**config.mk**
```make
export PLATFORM = sky130hd
export DESIGN_NAME = spi_flash_front
export DESIGN_NICKNAME = d
export VERILOG_FILES = /design/src/rtl/sfe_pkg.sv /design/src/rtl/sfe_sync.sv /design/src/rtl/sfe_seq.sv /design/src/rtl/sfe_tx.sv /design/src/rtl/spi_flash_front.sv
export SDC_FILE = /design/constraint.sdc
export NUM_CORES = 1
export LEC_CHECK = 0
export ABC_AREA = 0
export BUFFER_PORTS_ARGS = -buffer_cell sky130_fd_sc_hd__clkbuf_2
export CELL_PAD_IN_SITES_DETAIL_PLACEMENT = 0
export CELL_PAD_IN_SITES_GLOBAL_PLACEMENT = 2
export CORE_ASPECT_RATIO = 1.1
export CORE_MARGIN = 2
export CORE_UTILIZATION = 38
export DETAILED_ROUTE_END_ITERATION = 12
export PLACE_DENSITY_LB_ADDON = 0.25
export SLEW_MARGIN = 20
export SYNTH_ARGS = -nofsm -noshare
export SYNTH_HDL_FRONTEND = slang
export SYNTH_SLANG_ARGS = --single-unit
```
**constraint.sdc**
```tcl
create_clock -name clk -period 2.8 [get_ports clk]
set_input_delay 0.56 -clock clk [delete_from_list [all_inputs] [get_ports clk]]
set_output_delay 0.56 -clock clk [all_outputs]
set_load 0.01 [all_outputs]
```
**src/rtl/sfe_pkg.sv**
```systemverilog
package sfe_pkg;

  typedef enum logic [3:0] {
    OP_NONE, OP_WREN, OP_WRDI, OP_RDSR, OP_WRSR, OP_READ,
    OP_FREAD, OP_PP, OP_SE, OP_BE, OP_DP, OP_RES
  } op_e;

  typedef enum logic [2:0] {
    RQ_WREN = 3'd0, RQ_WRDI = 3'd1, RQ_WRSR = 3'd2, RQ_PBYTE = 3'd3,
    RQ_PGO = 3'd4, RQ_SE = 3'd5, RQ_BE = 3'd6
  } rq_e;

  typedef enum logic [2:0] {PH_CMD, PH_ADDR, PH_DUMMY, PH_DATA, PH_DONE, PH_SKIP} phase_e;

  typedef enum logic [1:0] {SRC_MEM, SRC_STAT, SRC_SIG} src_e;

  typedef struct packed {
    op_e        op;
    logic [1:0] n_addr;
    logic [1:0] n_dummy;
    logic       dout;
    logic       din;
    src_e       src;
  } op_info_t;

  // Per-opcode byte counts and data direction.
  function automatic op_info_t decode_op(input logic [7:0] code);
    op_info_t r;
    r.op = OP_NONE; r.n_addr = 2'd0; r.n_dummy = 2'd0;
    r.dout = 1'b0; r.din = 1'b0; r.src = SRC_MEM;
    case (code)
      8'h06: r.op = OP_WREN;
      8'h04: r.op = OP_WRDI;
      8'h05: begin r.op = OP_RDSR; r.dout = 1'b1; r.src = SRC_STAT; end
      8'h01: begin r.op = OP_WRSR; r.din = 1'b1; end
      8'h03: begin r.op = OP_READ; r.n_addr = 2'd3; r.dout = 1'b1; end
      8'h0B: begin r.op = OP_FREAD; r.n_addr = 2'd3; r.n_dummy = 2'd1; r.dout = 1'b1; end
      8'h02: begin r.op = OP_PP; r.n_addr = 2'd3; r.din = 1'b1; end
      8'hD8: begin r.op = OP_SE; r.n_addr = 2'd3; end
      8'hC7: r.op = OP_BE;
      8'hB9: r.op = OP_DP;
      8'hAB: begin r.op = OP_RES; r.n_dummy = 2'd3; r.dout = 1'b1; r.src = SRC_SIG; end
      default: ;
    endcase
    return r;
  endfunction

  function automatic phase_e phase_after_addr(input op_info_t i);
    if (i.n_dummy != 2'd0) return PH_DUMMY;
    if (i.dout || i.din) return PH_DATA;
    return PH_DONE;
  endfunction

  function automatic phase_e phase_after_cmd(input op_info_t i);
    if (i.n_addr != 2'd0) return PH_ADDR;
    return phase_after_addr(i);
  endfunction

endpackage

```
**src/rtl/sfe_sync.sv**
```systemverilog
module sfe_sync #(
  parameter int STAGES = 2
) (
  input  logic clk,
  input  logic rst_n,
  input  logic sck,
  input  logic csn,
  input  logic mosi,
  output logic sck_rise,
  output logic sck_fall,
  output logic sel,
  output logic sel_start,
  output logic sel_end,
  output logic mosi_s
);
  localparam int LAST = STAGES - 1;

  // Bit order in each stage: {mosi, csn, sck}. All three share one pipe so
  // their relative timing is kept.
  logic [2:0] pipe [STAGES];
  logic       sck_d, csn_d;

  always_ff @(posedge clk or negedge rst_n) begin
    if (!rst_n) begin
      for (int i = 0; i < STAGES; i++) pipe[i] <= 3'b010;
      sck_d <= 1'b0;
      csn_d <= 1'b1;
    end else begin
      pipe[0] <= {mosi, csn, sck};
      for (int i = 1; i < STAGES; i++) pipe[i] <= pipe[i-1];
      sck_d <= pipe[LAST][0];
      csn_d <= pipe[LAST][1];
    end
  end

  assign sck_rise  = pipe[LAST][0] & ~sck_d;
  assign sck_fall  = ~pipe[LAST][0] & sck_d;
  assign sel       = ~pipe[LAST][1];
  assign sel_start = csn_d & ~pipe[LAST][1];
  assign sel_end   = ~csn_d & pipe[LAST][1];
  assign mosi_s    = pipe[LAST][2];
endmodule

```
**src/rtl/sfe_seq.sv**
```systemverilog
module sfe_seq
  import sfe_pkg::*;
#(
  parameter int ADDR_W = 18,
  parameter int PAGE_W = 8
) (
  input  logic              clk,
  input  logic              rst_n,
  input  logic              sck_rise,
  input  logic              sel,
  input  logic              sel_start,
  input  logic              sel_end,
  input  logic              mosi_s,
  input  logic              busy,
  output logic              out_phase,
  output src_e              out_src,
  output logic              load,
  output logic              mem_rd,
  output logic [ADDR_W-1:0] mem_addr,
  output logic              rq_valid,
  output rq_e               rq_kind,
  output logic [ADDR_W-1:0] rq_addr,
  output logic [7:0]        rq_data
);
  localparam int KEEP = ADDR_W - 8;

  function automatic logic [ADDR_W-1:0] next_linear(input logic [ADDR_W-1:0] a);
    return a + 1'b1;
  endfunction

  function automatic logic [ADDR_W-1:0] next_in_page(input logic [ADDR_W-1:0] a);
    logic [PAGE_W-1:0] low;
    low = a[PAGE_W-1:0] + 1'b1;
    return {a[ADDR_W-1:PAGE_W], low};
  endfunction

  phase_e            phase;
  op_info_t          info;
  logic [2:0]        bit_cnt;
  logic [1:0]        byte_cnt;
  logic [6:0]        sh_in;
  logic [ADDR_W-1:0] addr_q, start_q;
  logic [7:0]        data_q;
  logic              got_q, dp_q, load_q;

  logic [7:0] in_byte;
  op_info_t   dec;
  logic       accept;
  logic       rd_op;

  assign in_byte = {sh_in, mosi_s};
  assign dec     = decode_op(in_byte);
  assign rd_op   = (dec.op == OP_READ) || (dec.op == OP_FREAD);
  assign accept  = (dec.op != OP_NONE) && (!dp_q || dec.op == OP_RES) && !(busy && rd_op);

  always_ff @(posedge clk or negedge rst_n) begin
    if (!rst_n) begin
      phase    <= PH_SKIP;
      info     <= '{op: OP_NONE, n_addr: 2'd0, n_dummy: 2'd0, dout: 1'b0, din: 1'b0, src: SRC_MEM};
      bit_cnt  <= 3'd0;
      byte_cnt <= 2'd0;
      sh_in    <= 7'd0;
      addr_q   <= '0;
      start_q  <= '0;
      data_q   <= 8'd0;
      got_q    <= 1'b0;
      dp_q     <= 1'b0;
      load_q   <= 1'b0;
      rq_valid <= 1'b0;
      rq_kind  <= RQ_WREN;
      rq_addr  <= '0;
      rq_data  <= 8'd0;
    end else begin
      load_q   <= 1'b0;
      rq_valid <= 1'b0;
      if (load_q && info.src == SRC_MEM) addr_q <= next_linear(addr_q);
      if (sel_start) begin
        phase    <= PH_CMD;
        bit_cnt  <= 3'd0;
        byte_cnt <= 2'd0;
        got_q    <= 1'b0;
      end else if (sel && sck_rise) begin
        sh_in   <= in_byte[6:0];
        bit_cnt <= bit_cnt + 3'd1;
        if (bit_cnt == 3'd7) begin
          case (phase)
            PH_CMD: begin
              info <= dec;
              if (!accept) phase <= PH_SKIP;
              else begin
                phase  <= phase_after_cmd(dec);
                load_q <= (phase_after_cmd(dec) == PH_DATA) && dec.dout;
              end
            end
            PH_ADDR: begin
              addr_q   <= {addr_q[KEEP-1:0], in_byte};
              byte_cnt <= byte_cnt + 2'd1;
              if (byte_cnt == 2'd2) begin
                start_q  <= {addr_q[KEEP-1:0], in_byte};
                byte_cnt <= 2'd0;
                phase    <= phase_after_addr(info);
                load_q   <= (phase_after_addr(info) == PH_DATA) && info.dout;
              end
            end
            PH_DUMMY: begin
              byte_cnt <= byte_cnt + 2'd1;
              if (byte_cnt == info.n_dummy - 2'd1) begin
                byte_cnt <= 2'd0;
                phase    <= PH_DATA;
                load_q   <= info.dout;
              end
            end
            PH_DATA: begin
              if (info.dout) load_q <= 1'b1;
              if (info.op == OP_PP) begin
                rq_valid <= 1'b1;
                rq_kind  <= RQ_PBYTE;
                rq_addr  <= addr_q;
                rq_data  <= in_byte;
                addr_q   <= next_in_page(addr_q);
                got_q    <= 1'b1;
              end
              if (info.op == OP_WRSR) begin
                data_q <= in_byte;
                got_q  <= 1'b1;
                phase  <= PH_DONE;
              end
            end
            PH_DONE: phase <= PH_SKIP;
            default: ;
          endcase
        end
      end else if (sel_end && bit_cnt == 3'd0) begin
        rq_addr <= '0;
        rq_data <= 8'd0;
        case (phase)
          PH_DONE: begin
            case (info.op)
              OP_WREN: begin rq_valid <= 1'b1; rq_kind <= RQ_WREN; end
              OP_WRDI: begin rq_valid <= 1'b1; rq_kind <= RQ_WRDI; end
              OP_BE:   begin rq_valid <= 1'b1; rq_kind <= RQ_BE; end
              OP_SE:   begin rq_valid <= 1'b1; rq_kind <= RQ_SE; rq_addr <= addr_q; end
              OP_WRSR: begin rq_valid <= got_q; rq_kind <= RQ_WRSR; rq_data <= data_q; end
              OP_DP:   dp_q <= 1'b1;
              default: ;
            endcase
          end
          PH_DATA: begin
            if (info.op == OP_PP && got_q) begin
              rq_valid <= 1'b1;
              rq_kind  <= RQ_PGO;
              rq_addr  <= start_q;
            end
            if (info.op == OP_RES) dp_q <= 1'b0;
          end
          PH_DUMMY: if (info.op == OP_RES) dp_q <= 1'b0;
          default: ;
        endcase
      end
    end
  end

  assign out_phase = (phase == PH_DATA) && info.dout;
  assign out_src   = info.src;
  assign load      = load_q;
  assign mem_rd    = load_q && (info.src == SRC_MEM);
  assign mem_addr  = addr_q;

  AST_RD_IN_DATA: assert property (@(posedge clk) disable iff (!rst_n)
    mem_rd |-> (phase == PH_DATA));
  AST_ADDR_WRAP: assert property (@(posedge clk) disable iff (!rst_n)
    (mem_rd && mem_addr == '1) |=> (mem_addr == '0));
  AST_REQ_CAUSE: assert property (@(posedge clk) disable iff (!rst_n)
    rq_valid |-> $past(sel_end || sck_rise));
  AST_DP_QUIET: assert property (@(posedge clk) disable iff (!rst_n)
    rq_valid |-> !$past(dp_q));
endmodule

```
**src/rtl/sfe_tx.sv**
```systemverilog
module sfe_tx
  import sfe_pkg::*;
#(
  parameter logic [7:0] SIG = 8'h11
) (
  input  logic       clk,
  input  logic       rst_n,
  input  logic       sel,
  input  logic       sck_fall,
  input  logic       out_phase,
  input  logic       load,
  input  src_e       src,
  input  logic [7:0] mem_rdata,
  input  logic [7:0] status_in,
  output logic       miso,
  output logic       miso_oe
);
  logic [7:0] sh, load_byte;

  always_comb begin
    case (src)
      SRC_MEM:  load_byte = mem_rdata;
      SRC_STAT: load_byte = status_in;
      default:  load_byte = SIG;
    endcase
  end

  always_ff @(posedge clk or negedge rst_n) begin
    if (!rst_n) begin
      sh      <= 8'd0;
      miso    <= 1'b0;
      miso_oe <= 1'b0;
    end else if (!sel) begin
      miso_oe <= 1'b0;
    end else if (load) begin
      sh <= load_byte;
    end else if (sck_fall && out_phase) begin
      miso    <= sh[7];
      sh      <= {sh[6:0], 1'b0};
      miso_oe <= 1'b1;
    end
  end

  AST_HIZ_IDLE: assert property (@(posedge clk) disable iff (!rst_n)
    !sel |=> !miso_oe);
endmodule

```
**src/rtl/spi_flash_front.sv**
```systemverilog
module spi_flash_front
  import sfe_pkg::*;
#(
  parameter int         ADDR_W      = 18,
  parameter int         PAGE_W      = 8,
  parameter int         SYNC_STAGES = 2,
  parameter logic [7:0] SIGNATURE   = 8'h11
) (
  input  logic              clk,
  input  logic              rst_n,
  input  logic              sck,
  input  logic              csn,
  input  logic              mosi,
  output logic              miso,
  output logic              miso_oe,
  input  logic              busy,
  input  logic [7:0]        status_in,
  output logic [ADDR_W-1:0] mem_raddr,
  output logic              mem_rd,
  input  logic [7:0]        mem_rdata,
  output logic              rq_valid,
  output logic [2:0]        rq_kind,
  output logic [ADDR_W-1:0] rq_addr,
  output logic [7:0]        rq_data
);
  logic   sck_rise, sck_fall, sel, sel_start, sel_end, mosi_s;
  logic   out_phase, load;
  src_e   out_src;
  rq_e    kind_e;

  sfe_sync #(.STAGES(SYNC_STAGES)) u_sync (
    .clk(clk), .rst_n(rst_n), .sck(sck), .csn(csn), .mosi(mosi),
    .sck_rise(sck_rise), .sck_fall(sck_fall), .sel(sel),
    .sel_start(sel_start), .sel_end(sel_end), .mosi_s(mosi_s)
  );

  sfe_seq #(.ADDR_W(ADDR_W), .PAGE_W(PAGE_W)) u_seq (
    .clk(clk), .rst_n(rst_n), .sck_rise(sck_rise), .sel(sel),
    .sel_start(sel_start), .sel_end(sel_end), .mosi_s(mosi_s), .busy(busy),
    .out_phase(out_phase), .out_src(out_src), .load(load), .mem_rd(mem_rd),
    .mem_addr(mem_raddr), .rq_valid(rq_valid), .rq_kind(kind_e),
    .rq_addr(rq_addr), .rq_data(rq_data)
  );

  sfe_tx #(.SIG(SIGNATURE)) u_tx (
    .clk(clk), .rst_n(rst_n), .sel(sel), .sck_fall(sck_fall),
    .out_phase(out_phase), .load(load), .src(out_src),
    .mem_rdata(mem_rdata), .status_in(status_in),
    .miso(miso), .miso_oe(miso_oe)
  );

  assign rq_kind = kind_e;

  AST_OE_OUT_PHASE: assert property (@(posedge clk) disable iff (!rst_n)
    miso_oe |-> out_phase);
endmodule

```
Word level (Yosys, flattened, before mapping)
Cells that the tools add are included.
Widths: inputs -> output; s select.
{ "totals": {"output_inout_bits": 51, "in_bits": 22, "ff_bits": 120, "word_cells": 276} }
{ "classes": {"mux": 136, "addsub": 5, "n_eq_ne": 44, "bitwise_logic": 11, "reduce_logical": 53} }
{ "op_table": {"columns": ["op", "count"], "rows": [
  ["$mux 18", 12],
  ["$mux 3", 34],
  ["$mux 8", 9],
  ["$pmux 18 s2", 2],
  ["$mux 1", 61],
  ["$pmux 4 s11", 1],
  ["$eq 8x8->1 const B", 4],
  ["$pmux 3 s5", 2],
  ["$eq 8x3->1 const B", 3],
  ["$reduce_bool 2->1", 11],
  ["$eq 4x4->1 const B", 5],
  ["$add 18x1->18 const B", 1],
  ["$eq 4x3->1 const B", 4],
  ["$eq 8x2->1 const B", 2],
  ["$pmux 8 s2", 1],
  ["$reduce_and 5->1", 3],
  ["$eq 3x2->1 const B", 4],
  ["$mux 2", 6],
  ["$pmux 2 s2", 3],
  ["$reduce_and 6->1", 2],
  ["$reduce_or 4->1", 3],
  ["$logic_and 1x1->1", 11],
  ["$ne 3x2->1 const B", 3],
  ["$add 8x1->8 const B", 1],
  ["other kinds (34)", 61]
]} }

Logic depth before layout (Yosys ltp)
Gate-level depths: netlist (run 1).
{ "logic_depth": {"ltp_word": 40, "depth_mapped": 10, "ltp_nobuf": 7} }

Modules after synthesis
Synthesis (run 1) repeated with hierarchy kept, for this count alone.
{ "unflattened": {"hier_cells": 648, "hier_area_um2": 6496.2} }
{ "modules_own_cells": {"columns": ["module", "instances", "cells_per_inst", "seq_area_each_um2", "area_each_um2"], "rows": [
  ["sfe_seq", 1, 576, 2529.9, 5652.9],
  ["sfe_tx", 1, 59, 250.2, 605.6],
  ["sfe_sync", 1, 13, 203.9, 237.7]
]} }

Worst setup path before layout (run 1)
OpenSTA, ideal clock, no wires.
{ "synth_path": {"kind": "register -> register", "startpoint": "register u_seq.bit_cnt[0]", "endpoint": "register u_seq.start_q[10]", "t_arrival_ps": 1943, "required_ps": 2672, "synth_period_minus_slack_ps": 2071, "slack_ps": 729, "setup_time_ps": 128, "path_stages_with_launch": 9, "path_buffers": 2, "path_cell_list": "dfrtp_1 ha_1 ha_1 nand4bb_1 buf_2 nor4_4 nand2_2 buf_2 mux2_1"} }
{ "synth_via": {"elab_chain_len": 2} }
{ "synth_rtl": {"columns": ["element", "line", "source"], "rows": [
  ["from (decl)", "sfe_seq.sv:39", "logic [2:0] bit_cnt;"],
  ["from (signal assigned)", "sfe_seq.sv:84", "bit_cnt <= bit_cnt + 3'd1;"],
  ["$eq 3x3->1", "sfe_seq.sv:85", "if (bit_cnt == 3'd7) begin"],
  ["$reduce_and 5->1 (no source line)", null, null],
  ["to (signal assigned)", "sfe_seq.sv:99", "start_q <= {addr_q[KEEP-1:0], in_byte};"],
  ["to (decl)", "sfe_seq.sv:42", "logic [ADDR_W-1:0] addr_q, start_q;"]
]} }
Every way passes these cells.
A chain may end at the register's enable or synchronous reset.

Final worst setup path (run 1)
{ "layout_path": {"startpoint": "register u_seq.load_q, in the netlist u_seq.load", "endpoint": "output port mem_rd"} }
{ "layout_via": {"elab_chain_len": 1} }
{ "layout_rtl": {"columns": ["element", "line", "source"], "rows": [
  ["from (decl)", "sfe_seq.sv:44", "logic got_q, dp_q, load_q;"],
  ["from (signal assigned)", "sfe_seq.sv:92", "load_q <= (phase_after_cmd(dec) == PH_DATA) && dec.dout;"],
  ["from (signal assigned)", "sfe_seq.sv:102", "load_q <= (phase_after_addr(info) == PH_DATA) && info.dout;"],
  ["from (signal assigned)", "sfe_seq.sv:110", "load_q <= info.dout;"],
  ["$logic_and 1x1->1", "sfe_seq.sv:166", "assign mem_rd = load_q && (info.src == SRC_MEM);"],
  ["to (decl)", "spi_flash_front.sv:19", "output logic mem_rd,"]
]} }
Every way passes these cells.

==> flow_metrics.tcl, run 1 <==
set metrics [dict create \
    vdd_ir_drop_max_mv 0.399 \
    cts.sinks 120 \
    slew_headroom_pct 54.4 \
    ys_seq_area_share_pct 47.3 \
    synthCells 640 \
    crit_fanout 8 \
    synth-edff-count 0 \
    synth_seq_cells 120 \
    dp_hpwl_um 12300 \
    synth_xor_area_share_pct 1.79 \
    cts_setup_buffers 0 \
    syn_area_mm2 0.00636 \
    synth-async-reset-ratio_pct 100 \
    routed_wl_um 17600 \
    place_congestion 0.841 \
    hold_class "primary input to asynchronous set/reset pin" \
    drtIter0Drc 411 \
    grt_max_degree 53 \
    avgSynthCellArea_um2 9.94 \
    synth_top_family_by_area "compound AO/OA/AOI/OAI gates" \
    synth-simple-area-share_pct 16.3 \
    layout-drive-gt1-share_pct 24.5 \
    numCtsBuffers 17 \
    clk_pin_slew_ns 0.06 \
    crit_path_end_kind "output port" \
    synth_nets 670 \
    die_area_mm2 0.0178 \
    fp.dieH_um 140 \
    crit_required_ns 2.24 \
    cts_root_buf "clkbuf_16" \
    grt_pass1_vias 5204 \
    dieWidth_um 127 \
    rsz0062_at_grt "false" \
    drc 0 \
    max-cap-violations 0 \
    power_density_mw_per_mm2 626 \
    synthAdderAreaFrac_pct 1.57 \
    min_period_over_period_pct 84.3 \
    finClkSkew_ns 0.0103 \
    fmax_mhz 424 \
    fin_setup_tns_ns 0 \
    muxShareOfSynthArea_pct 7.08 \
    p_leak_nw 3.40 \
    r2r_slack_ns 0.46 \
    holdWs_ns 0.113 \
    path_class "flop to output port" \
    core_area_mm2 0.0164 \
    cp-startpoint "u_seq.load" \
    ant_nets 0 \
    grt_antenna_before_repair 0 \
    vias 5290 \
    nNetsFinal 736 \
    start_util_pct 38.8 \
    yosysUniqueCellTypes 83 \
    worstSetupEndpoint "mem_rd" \
    wl_per_cell_um 19.1 \
    htreeDepth 4 \
    viasPerCell 5.73 \
    io_buffer_count 72 \
    r2r-end "u_seq.phase[0]" \
    clk_latency_ns 0.42 \
    start_kind "flop" \
    setup_viol 0 \
    dr.pass1.iters 5 \
    rows 49 \
    grt_pass1_wl_um 28500 \
    hold_viol 0 \
    synth_compound_area_share_pct 21.3 \
    cts_tree "built" \
    ioPinCount 73 \
    max-clock-path-buffers 2 \
    post_cts_resized 0 \
    multi_input_area_mm2 0.00305 \
    fillers 1565 \
    tightest_slew_ns 0.674 \
    r2r_start "u_seq.sh_in[3]" \
    fin_crit_ns 2.36 \
    antenna_cells 0 \
    seqCellArea_mm2 0.00301 \
    area_delta_synth_final_pct 18.4 \
    rr_worst_depth 5 \
    outcome "finished, final reports clean" \
    synth_warnings 0 \
    overflow 0 \
    maxSlewViolCount 0 \
    cp.arrival_ns 1.80 \
    cts_hold_buffers 0 \
    ys.flop_type "dfrtp_1" \
    grtUsageTotal_pct 20.5 \
]
==> layer usage <==
metal	vias up	wire [µm]	GRT usage, %	part of all wire, %
li1	2491	-	-	-
met1	2630	7830	26.4	44
met2	149	8910	34.4	51
met3	20	637	4.50	3.6
met4	0	231	6.07	1.3
met5	-	0	0	0
==> state kept, by name, summed over array words and instances (netlist names) <==
signal and flops:
u_seq.info 8, u_tx.sh 8, u_seq.load 1, u_seq.byte_cnt 2, u_sync.pipe 5, u_seq.dp_q 1
u_seq.rq_data 8, u_seq.sh_in 7, u_sync.mosi_s 1, u_seq.phase 3, u_seq.start_q 18, u_tx.miso_oe 1
u_seq.bit_cnt 3, u_sync.sck_d 1, u_seq.data_q 8, u_tx.miso 1, u_seq.rq_kind 3, u_seq.out_src 2
u_seq.got_q 1, u_seq.rq_valid 1, u_sync.csn_d 1, u_seq.rq_addr 18, u_seq.mem_addr 18
==> cells in the final DEF (no fill, tap or decap), types with 6 or more instances in the layout <==
cell type,netlist,routed
a21oi_1,53,53
nand2_1,41,41
mux2_2,22,22
buf_4,0,26
nor2_1,61,61
nor3_1,6,6
clkbuf_16,0,17
xnor2_1,7,7
xor2_1,6,6
inv_1,17,17
dfrtp_1,115,115
nor3b_1,7,7
clkbuf_2,0,71
a21o_1,7,7
and2_1,9,9
mux2_1,10,10
and3_1,12,12
o21ai_0,30,30
a22oi_1,30,30
mux2i_1,9,9
o31ai_1,6,6
ha_1,8,8
a31oi_1,7,7
nand3_1,10,10
==> stage by stage <==
stage          area (µm²)  setup WS [ns]  utilization (%)  cells  total power, mW
6_report             7530          0.439             46.0    923             4.72
3_5_place_dp         6960          0.451             42.5    891             2.61
4_1_cts              7530          0.425             46.0    923             4.77
2_1_floorplan        6360          0.729                -    640             2.37
3_3_place_gp         6960          0.486             42.5    891             2.61
5_1_grt              7530          0.235             46.0    923             4.92
==> synth_stat cells (all sizes together), types with 4 or more instances <==
cell / count / area share (%)
nand2b: 5 / 0.49
a41oi: 4 / 0.55
nor4: 4 / 0.73
xor2: 6 / 0.83
mux2i: 9 / 1.4
a22oi: 30 / 3.5
o221ai: 5 / 0.79
and2: 9 / 0.89
inv: 18 / 1.1
o21ai: 35 / 2.8
o41ai: 6 / 1.2
a31oi: 7 / 0.69
nor3b: 7 / 0.83
dfrtp: 115 / 45
o211ai: 6 / 0.79
and3: 12 / 1.2
a21o: 7 / 0.83
nand3: 10 / 0.79
a2111oi: 5 / 0.79
dfstp: 5 / 2.1
clkbuf: 28 / 1.7
o21bai: 4 / 0.47
nand3b: 4 / 0.53
buf: 23 / 1.9
mux2: 32 / 5.7
nor2: 62 / 3.7
a21oi: 53 / 4.2
nand2: 42 / 2.5
xnor2: 7 / 0.96
nand4: 5 / 0.49
nor3: 6 / 0.47
o31ai: 7 / 0.91
nor2b: 4 / 0.39
ha: 8 / 1.6
==> cell families (layout without fill, tap and decap cells) <==
group,after synthesis,in the layout
buffers and inverters,69,148
AO/OA/AOI/OAI,196,196
AND/OR/NAND/NOR,193,193
multiplexers,41,41
adder cells (fa/ha/maj),8,8
flip-flops,120,120
XOR/XNOR,13,13
==> cell type report <==
cell class	instances	area share [%]
multi-input combinational	451	40.5
tap	204	3.39
inverter	18	0.897
clock inverter	11	1.65
timing repair buffer	98	7.58
clock buffer	21	5.98
sequential	120	40.0
==> power by group <==
group / internal (mW) / switching (mW)
Sequential: 1.84 / 0.0975
Clock: 1.33 / 0.806
Combinational: 0.273 / 0.369
Total: 3.44 / 1.27
==> worst min path at each step <==
stage,endpoint,slack [ns],cells past startpoint
detailed placement,u_sync.pipe[0],0.33,0
CTS,u_seq.mem_addr[13],0.12,1
global route,u_seq.mem_addr[13],0.13,1
finish,u_seq.mem_addr[14],0.11,1
global placement,u_sync.mosi_s,0.34,0
floorplan,u_seq.bit_cnt[0],0.26,0
==> worst max-delay path, cell delays in order (launching register included) <==
cell and delay, ns:
dfrtp_1 0.47, or3b_1 0.54, inv_2 0.21, clkbuf_2 0.16
(Power assumes the default switching activity.)
==> run 2, diff against run 1 <==
--- a/config.mk
+++ b/config.mk
@@ -11,7 +11,7 @@
 export CELL_PAD_IN_SITES_GLOBAL_PLACEMENT = 2
 export CORE_ASPECT_RATIO = 1.1
 export CORE_MARGIN = 2
-export CORE_UTILIZATION = 38
+export CORE_UTILIZATION = 34
 export DETAILED_ROUTE_END_ITERATION = 12
 export PLACE_DENSITY_LB_ADDON = 0.25
 export SLEW_MARGIN = 20
==> constraint.sdc (replaced) <==
create_clock -name clk -period 2 [get_ports clk]
set_input_delay 0.4 -clock clk [delete_from_list [all_inputs] [get_ports clk]]
set_output_delay 0.4 -clock clk [all_outputs]
set_load 0.01 [all_outputs]
==> flow_metrics.tcl, run 2 (same netlist as run 1, synthesis figures left out) <==
set metrics [dict create \
    routed_wl_um 19900 \
    grt_pass1_vias 5586 \
    violations "setup timing" \
    hold_path.startpoint "csn" \
    grtUsageTotal_pct 19.5 \
    stdcell_area_mm2 0.00898 \
    p_leak_nw 4.13 \
    cts_tree "built" \
    layout_commonest_cell "dfrtp_1" \
    max-cap-violations 0 \
    r2r-end "u_seq.start_q[12]" \
    die_area_mm2 0.0198 \
    finClkSkew_ns 0.0105 \
    vdd_ir_drop_max_mv 0.633 \
    tightest_slew_ns 0.590 \
    fin_crit_ns 2.10 \
    io_buffer_count 72 \
    grt_pass1_wl_um 30200 \
    rsz0062_at_grt "true" \
    wl_per_cell_um 18.6 \
    min_period_over_period_pct 105 \
    antenna_cells 0 \
    grt_antenna_before_repair 0 \
    power_density_mw_per_mm2 805 \
    maxSlewViolCount 0 \
    placed_area_mm2 0.00765 \
    hold_viol 0 \
    path_class "flop to flop" \
    crit_path_end_kind "flop" \
    final_cell_count_no_fill 1067 \
    outcome "finished, violations left" \
    nNetsFinal 841 \
    ioPinCount 73 \
    place_congestion 0.855 \
    max-clock-path-buffers 2 \
    vias 5812 \
    ant_nets 0 \
    viasPerCell 5.45 \
    worst_slack_ns -0.0975 \
    holdPathStages 1 \
    cp.arrival_ns 2.41 \
    grt_max_degree 65 \
    layout-drive-gt1-share_pct 41.4 \
    numCtsBuffers 17 \
    start_kind "flop" \
    dieWidth_um 134 \
    r2r_slack_ns -0.1 \
    clk_latency_ns 0.42 \
    core_area_mm2 0.0183 \
    overflow 0 \
    hold_end "u_sync.pipe[4]" \
    hold_class "primary input to flop" \
    htreeDepth 4 \
    fp.dieH_um 147 \
    crit_required_ns 2.31 \
    area_delta_synth_final_pct 41.3 \
    rr_worst_depth 8 \
    drtIter0Drc 242 \
    dr.pass1.iters 7 \
    cts_root_buf "clkbuf_16" \
    rows 52 \
    fmax_mhz 477 \
    slew_headroom_pct 60.7 \
    setup_viol 31 \
    placedCellCount 1004 \
    r2r_start "u_seq.bit_cnt[1]" \
    cts.sinks 120 \
    dp_hpwl_um 13400 \
    start_util_pct 34.7 \
    final_cell_mix "dfrtp_1 (115), buf_4 (105), clkbuf_2 (70)" \
    drc 0 \
    crit_fanout 8 \
    clk_pin_slew_ns 0.06 \
]
[run 2: cell types whose count changed in the layout (fill, tap and decap cells not counted), sizes merged]
cell | before | now
buf | 27 | 129
clkbuf | 92 | 91
dlygate4sd3 | 0 | 1
clkinv | 5 | 4
inv | 19 | 23
[run 2: repair_timing]
item / CTS / global route
endpoints found under the hold margin: 11 / 0
cloned: 1 / 5
endpoints found under the setup margin: 79 / 78
setup buffers: 5 / 19
resized for setup: 16 / 84
pin swaps: 8 / 30
hold buffers: 1 / 0
[run 2: per-layer routing]
metal  share of wire, %  track usage (%)
met1                 44             24.6
met4                1.6             5.11
met3                4.1             4.63
met5                  0                0
met2                 51             33.5
[run 2: area by class of cell]
type / count / area, µm²
multi-input combinational: 451 / 3440
tap: 243 / 304
clock buffer: 18 / 439
inverter: 18 / 70.1
timing repair buffer: 203 / 1560
fill: 1748 / 9370
sequential: 120 / 3010
clock inverter: 14 / 163
[run 2: critical path: stages (launching register included)]
cell and delay [ns]:
dfrtp_1 0.35, ha_2 0.20, ha_4 0.15, nand4bb_4 0.15
buf_6 0.16, nor4_4 0.26, nand2_2 0.19, clkbuf_16 0.21
mux2_4 0.29
[run 2: how the worst max path moves through the flow]
stage | to | slack [ns] | depth (start not counted) | start
after detailed placement | u_seq.phase[0] | -0.22 | 6 | u_seq.sh_in[3]
after global routing | u_seq.start_q[12] | -0.17 | 8 | u_seq.bit_cnt[1]
after floorplan | u_seq.start_q[10] | -0.02 | 8 | u_seq.bit_cnt[0]
after CTS | u_seq.load | -0.03 | 6 | u_seq.sh_in[6]
final | u_seq.start_q[12] | -0.1 | 8 | u_seq.bit_cnt[1]
after global placement | u_seq.phase[0] | -0.20 | 6 | u_seq.sh_in[3]
[run 2: power breakdown]
part / switching (mW) / total, mW / leakage (nW) / internal (mW)
clock network: 1.23 / 3.13 / 0.287 / 1.90
registers: 0.111 / 2.69 / 1.56 / 2.58
logic: 0.728 / 1.42 / 2.28 / 0.690
total: 2.07 / 7.23 / 4.13 / 5.16
[run 2: stage by stage]
step | utilization [%] | setup slack, ns | TNS (ns) | total power [mW] | hold WS, ns
after floorplan | - | -0.0234 | -0.262 | 3.33 | 0.104
after global placement | 41.7 | -0.202 | -2.91 | 3.88 | 0.281
after detailed placement | 41.7 | -0.221 | -4.57 | 3.89 | 0.283
after CTS | 45.7 | -0.0324 | -0.112 | 7.16 | 0.0422
after global routing | 49.0 | -0.167 | -5.85 | 7.54 | 0.0459
final | 49.0 | -0.0975 | -1.46 | 7.23 | 0.0541
==> run 3, diff against run 2 <==
--- a/config.mk
+++ b/config.mk
@@ -11,7 +11,8 @@
 export CELL_PAD_IN_SITES_GLOBAL_PLACEMENT = 2
 export CORE_ASPECT_RATIO = 1.1
 export CORE_MARGIN = 2
-export CORE_UTILIZATION = 34
+export CORE_UTILIZATION = 35
+export CTS_BUF_LIST = sky130_fd_sc_hd__clkbuf_2
 export DETAILED_ROUTE_END_ITERATION = 12
 export PLACE_DENSITY_LB_ADDON = 0.25
 export SLEW_MARGIN = 20
==> flow_metrics.tcl, run 3 (same netlist as run 1, synthesis figures left out) <==
set metrics [dict create \
    fin_setup_tns_ns -1.48 \
    r2r-end "u_seq.load" \
    start_util_pct 35.8 \
    crit_fanout 2 \
    max-cap-violations 0 \
    rr_worst_depth 6 \
    power_density_mw_per_mm2 602 \
    routed_wl_um 20000 \
    cts_root_buf "clkbuf_2" \
    wl_per_cell_um 18.4 \
    ant_nets 0 \
    worst_slack_ns -0.229 \
    grt_antenna_before_repair 1 \
    p_comb_share_pct 26.4 \
    fin_crit_ns 2.23 \
    nNetsFinal 865 \
    placed_area_mm2 0.00763 \
    overflow 0 \
    grt_pass1_wl_um 32000 \
    htreeDepth 4 \
    final_cell_mix "dfrtp_1 (112), buf_4 (105), clkbuf_2 (86)" \
    intPower_mw 3.62 \
    switching_power_mw 1.88 \
    holdWs_ns 0.0637 \
    numCtsBuffers 17 \
    layout_commonest_cell "dfrtp_1" \
    drc 0 \
    slew_headroom_pct 67.9 \
    holdPathStages 4 \
    hold_path.startpoint "mem_rdata[0]" \
    crit_path_end_kind "output port" \
    viasPerCell 5.35 \
    finClkSkew_ns 0.0308 \
    power_frac_seq_pct 49.3 \
    r2r_start "u_seq.sh_in[5]" \
    dieWidth_um 133 \
    fillers 1674 \
    cp.arrival_ns 1.83 \
    p_clk_share_pct 24.3 \
    io_buffer_count 72 \
    setup_viol 27 \
    seqCellArea_mm2 0.00301 \
    placedCellCount 997 \
    rows 51 \
    dp_hpwl_um 13100 \
    cts.sinks 120 \
    outcome "finished, violations left" \
    place_congestion 0.885 \
    stdcell_area_mm2 0.00914 \
    clk_latency_ns 0.71 \
    hold_end "u_tx.sh[0]" \
    cts_tree "built" \
    final_cell_count_no_fill 1087 \
    hold_class "primary input to flop" \
    maxSlewViolCount 0 \
    violations "setup timing" \
    grt_max_degree 63 \
    path_class "flop to output port" \
    fp.dieH_um 145 \
    clk_pin_slew_ns 0.18 \
    layout-drive-gt1-share_pct 47.3 \
    min_period_over_period_pct 111 \
    hold_viol 0 \
    max-clock-path-buffers 2 \
    crit_required_ns 1.60 \
    tightest_slew_ns 0.470 \
    vias 5813 \
    grt_pass1_vias 6026 \
    ioPinCount 73 \
    start_kind "flop" \
    grtUsageTotal_pct 20.9 \
    r2r_slack_ns -0.11 \
    rsz0062_at_grt "true" \
    core_area_mm2 0.0177 \
    area_delta_synth_final_pct 43.8 \
    dr.pass1.iters 5 \
    fmax_mhz 449 \
    multi_input_area_mm2 0.00367 \
    die_area_mm2 0.0193 \
    p_leak_nw 4.20 \
    drtIter0Drc 360 \
    vdd_ir_drop_max_mv 0.273 \
    total_power_mw 5.50 \
    switching_share_pct 34.2 \
]
-- run 3: cell type report --
type | count | area share [%]
antenna | 1 | 0.0274
multi-input combinational | 451 | 40.1
clock inverter | 15 | 1.11
tap | 238 | 3.26
clock buffer | 17 | 0.931
inverter | 18 | 0.766
timing repair buffer | 227 | 20.9
sequential | 120 | 33.0
-- run 3: routing by layer --
layer,track usage (%),vias up,routed length [µm]
met4,7.90,0,369
met2,35.5,130,10300
met3,4.08,24,658
li1,-,2763,-
met5,0,-,0
met1,26.3,2896,8750
-- run 3: timing repair --
| action | 4_1_cts | 5_1_grt |
|---|---|---|
| hold buffers | 5 | 0 |
| endpoints found under the hold margin | 122 | 0 |
| setup endpoints to repair | 83 | 86 |
| pin swaps | 27 | 26 |
| buffers inserted | 26 | 20 |
| gates cloned | 9 | 3 |
| resized for setup | 99 | 95 |
-- run 3: worst max-delay path by stage --
stage / depth (start not counted) / slack [ns] / start / to
6_report: 4 / -0.23 / u_seq.out_src[0] / mem_rd
5_1_grt: 4 / -0.33 / u_seq.out_src[0] / mem_rd
4_1_cts: 4 / -0.31 / u_seq.out_src[1] / mem_rd
3_5_place_dp: 6 / -0.18 / u_seq.sh_in[3] / u_seq.load
3_3_place_gp: 6 / -0.14 / u_seq.sh_in[3] / u_seq.phase[0]
2_1_floorplan: 8 / -0.02 / u_seq.bit_cnt[0] / u_seq.start_q[10]
-- run 3: power by group through the flow --
stage / sequential, mW / clock, mW / combinational (mW)
global route: 2.74 / 1.50 / 1.57
CTS: 2.70 / 1.40 / 1.38
floorplan: 2.74 / 0 / 0.596
global placement: 2.72 / 0 / 1.14
detailed placement: 2.73 / 0 / 1.14
finish: 2.71 / 1.34 / 1.45
-- run 3: worst max-delay path, cell delays in order, from the launching register on --
cell and delay, ns:
dfrtp_1 0.42, or3b_4 0.44, inv_4 0.08, buf_6 0.10, buf_6 0.09
-- run 3: metrics by stage --
| step | setup slack, ns | util [%] |
|---|---|---|
| after CTS | -0.307 | 48.4 |
| after floorplan | -0.0234 | - |
| after global routing | -0.328 | 51.5 |
| final | -0.229 | 51.5 |
| after detailed placement | -0.180 | 43.0 |
| after global placement | -0.137 | 43.0 |
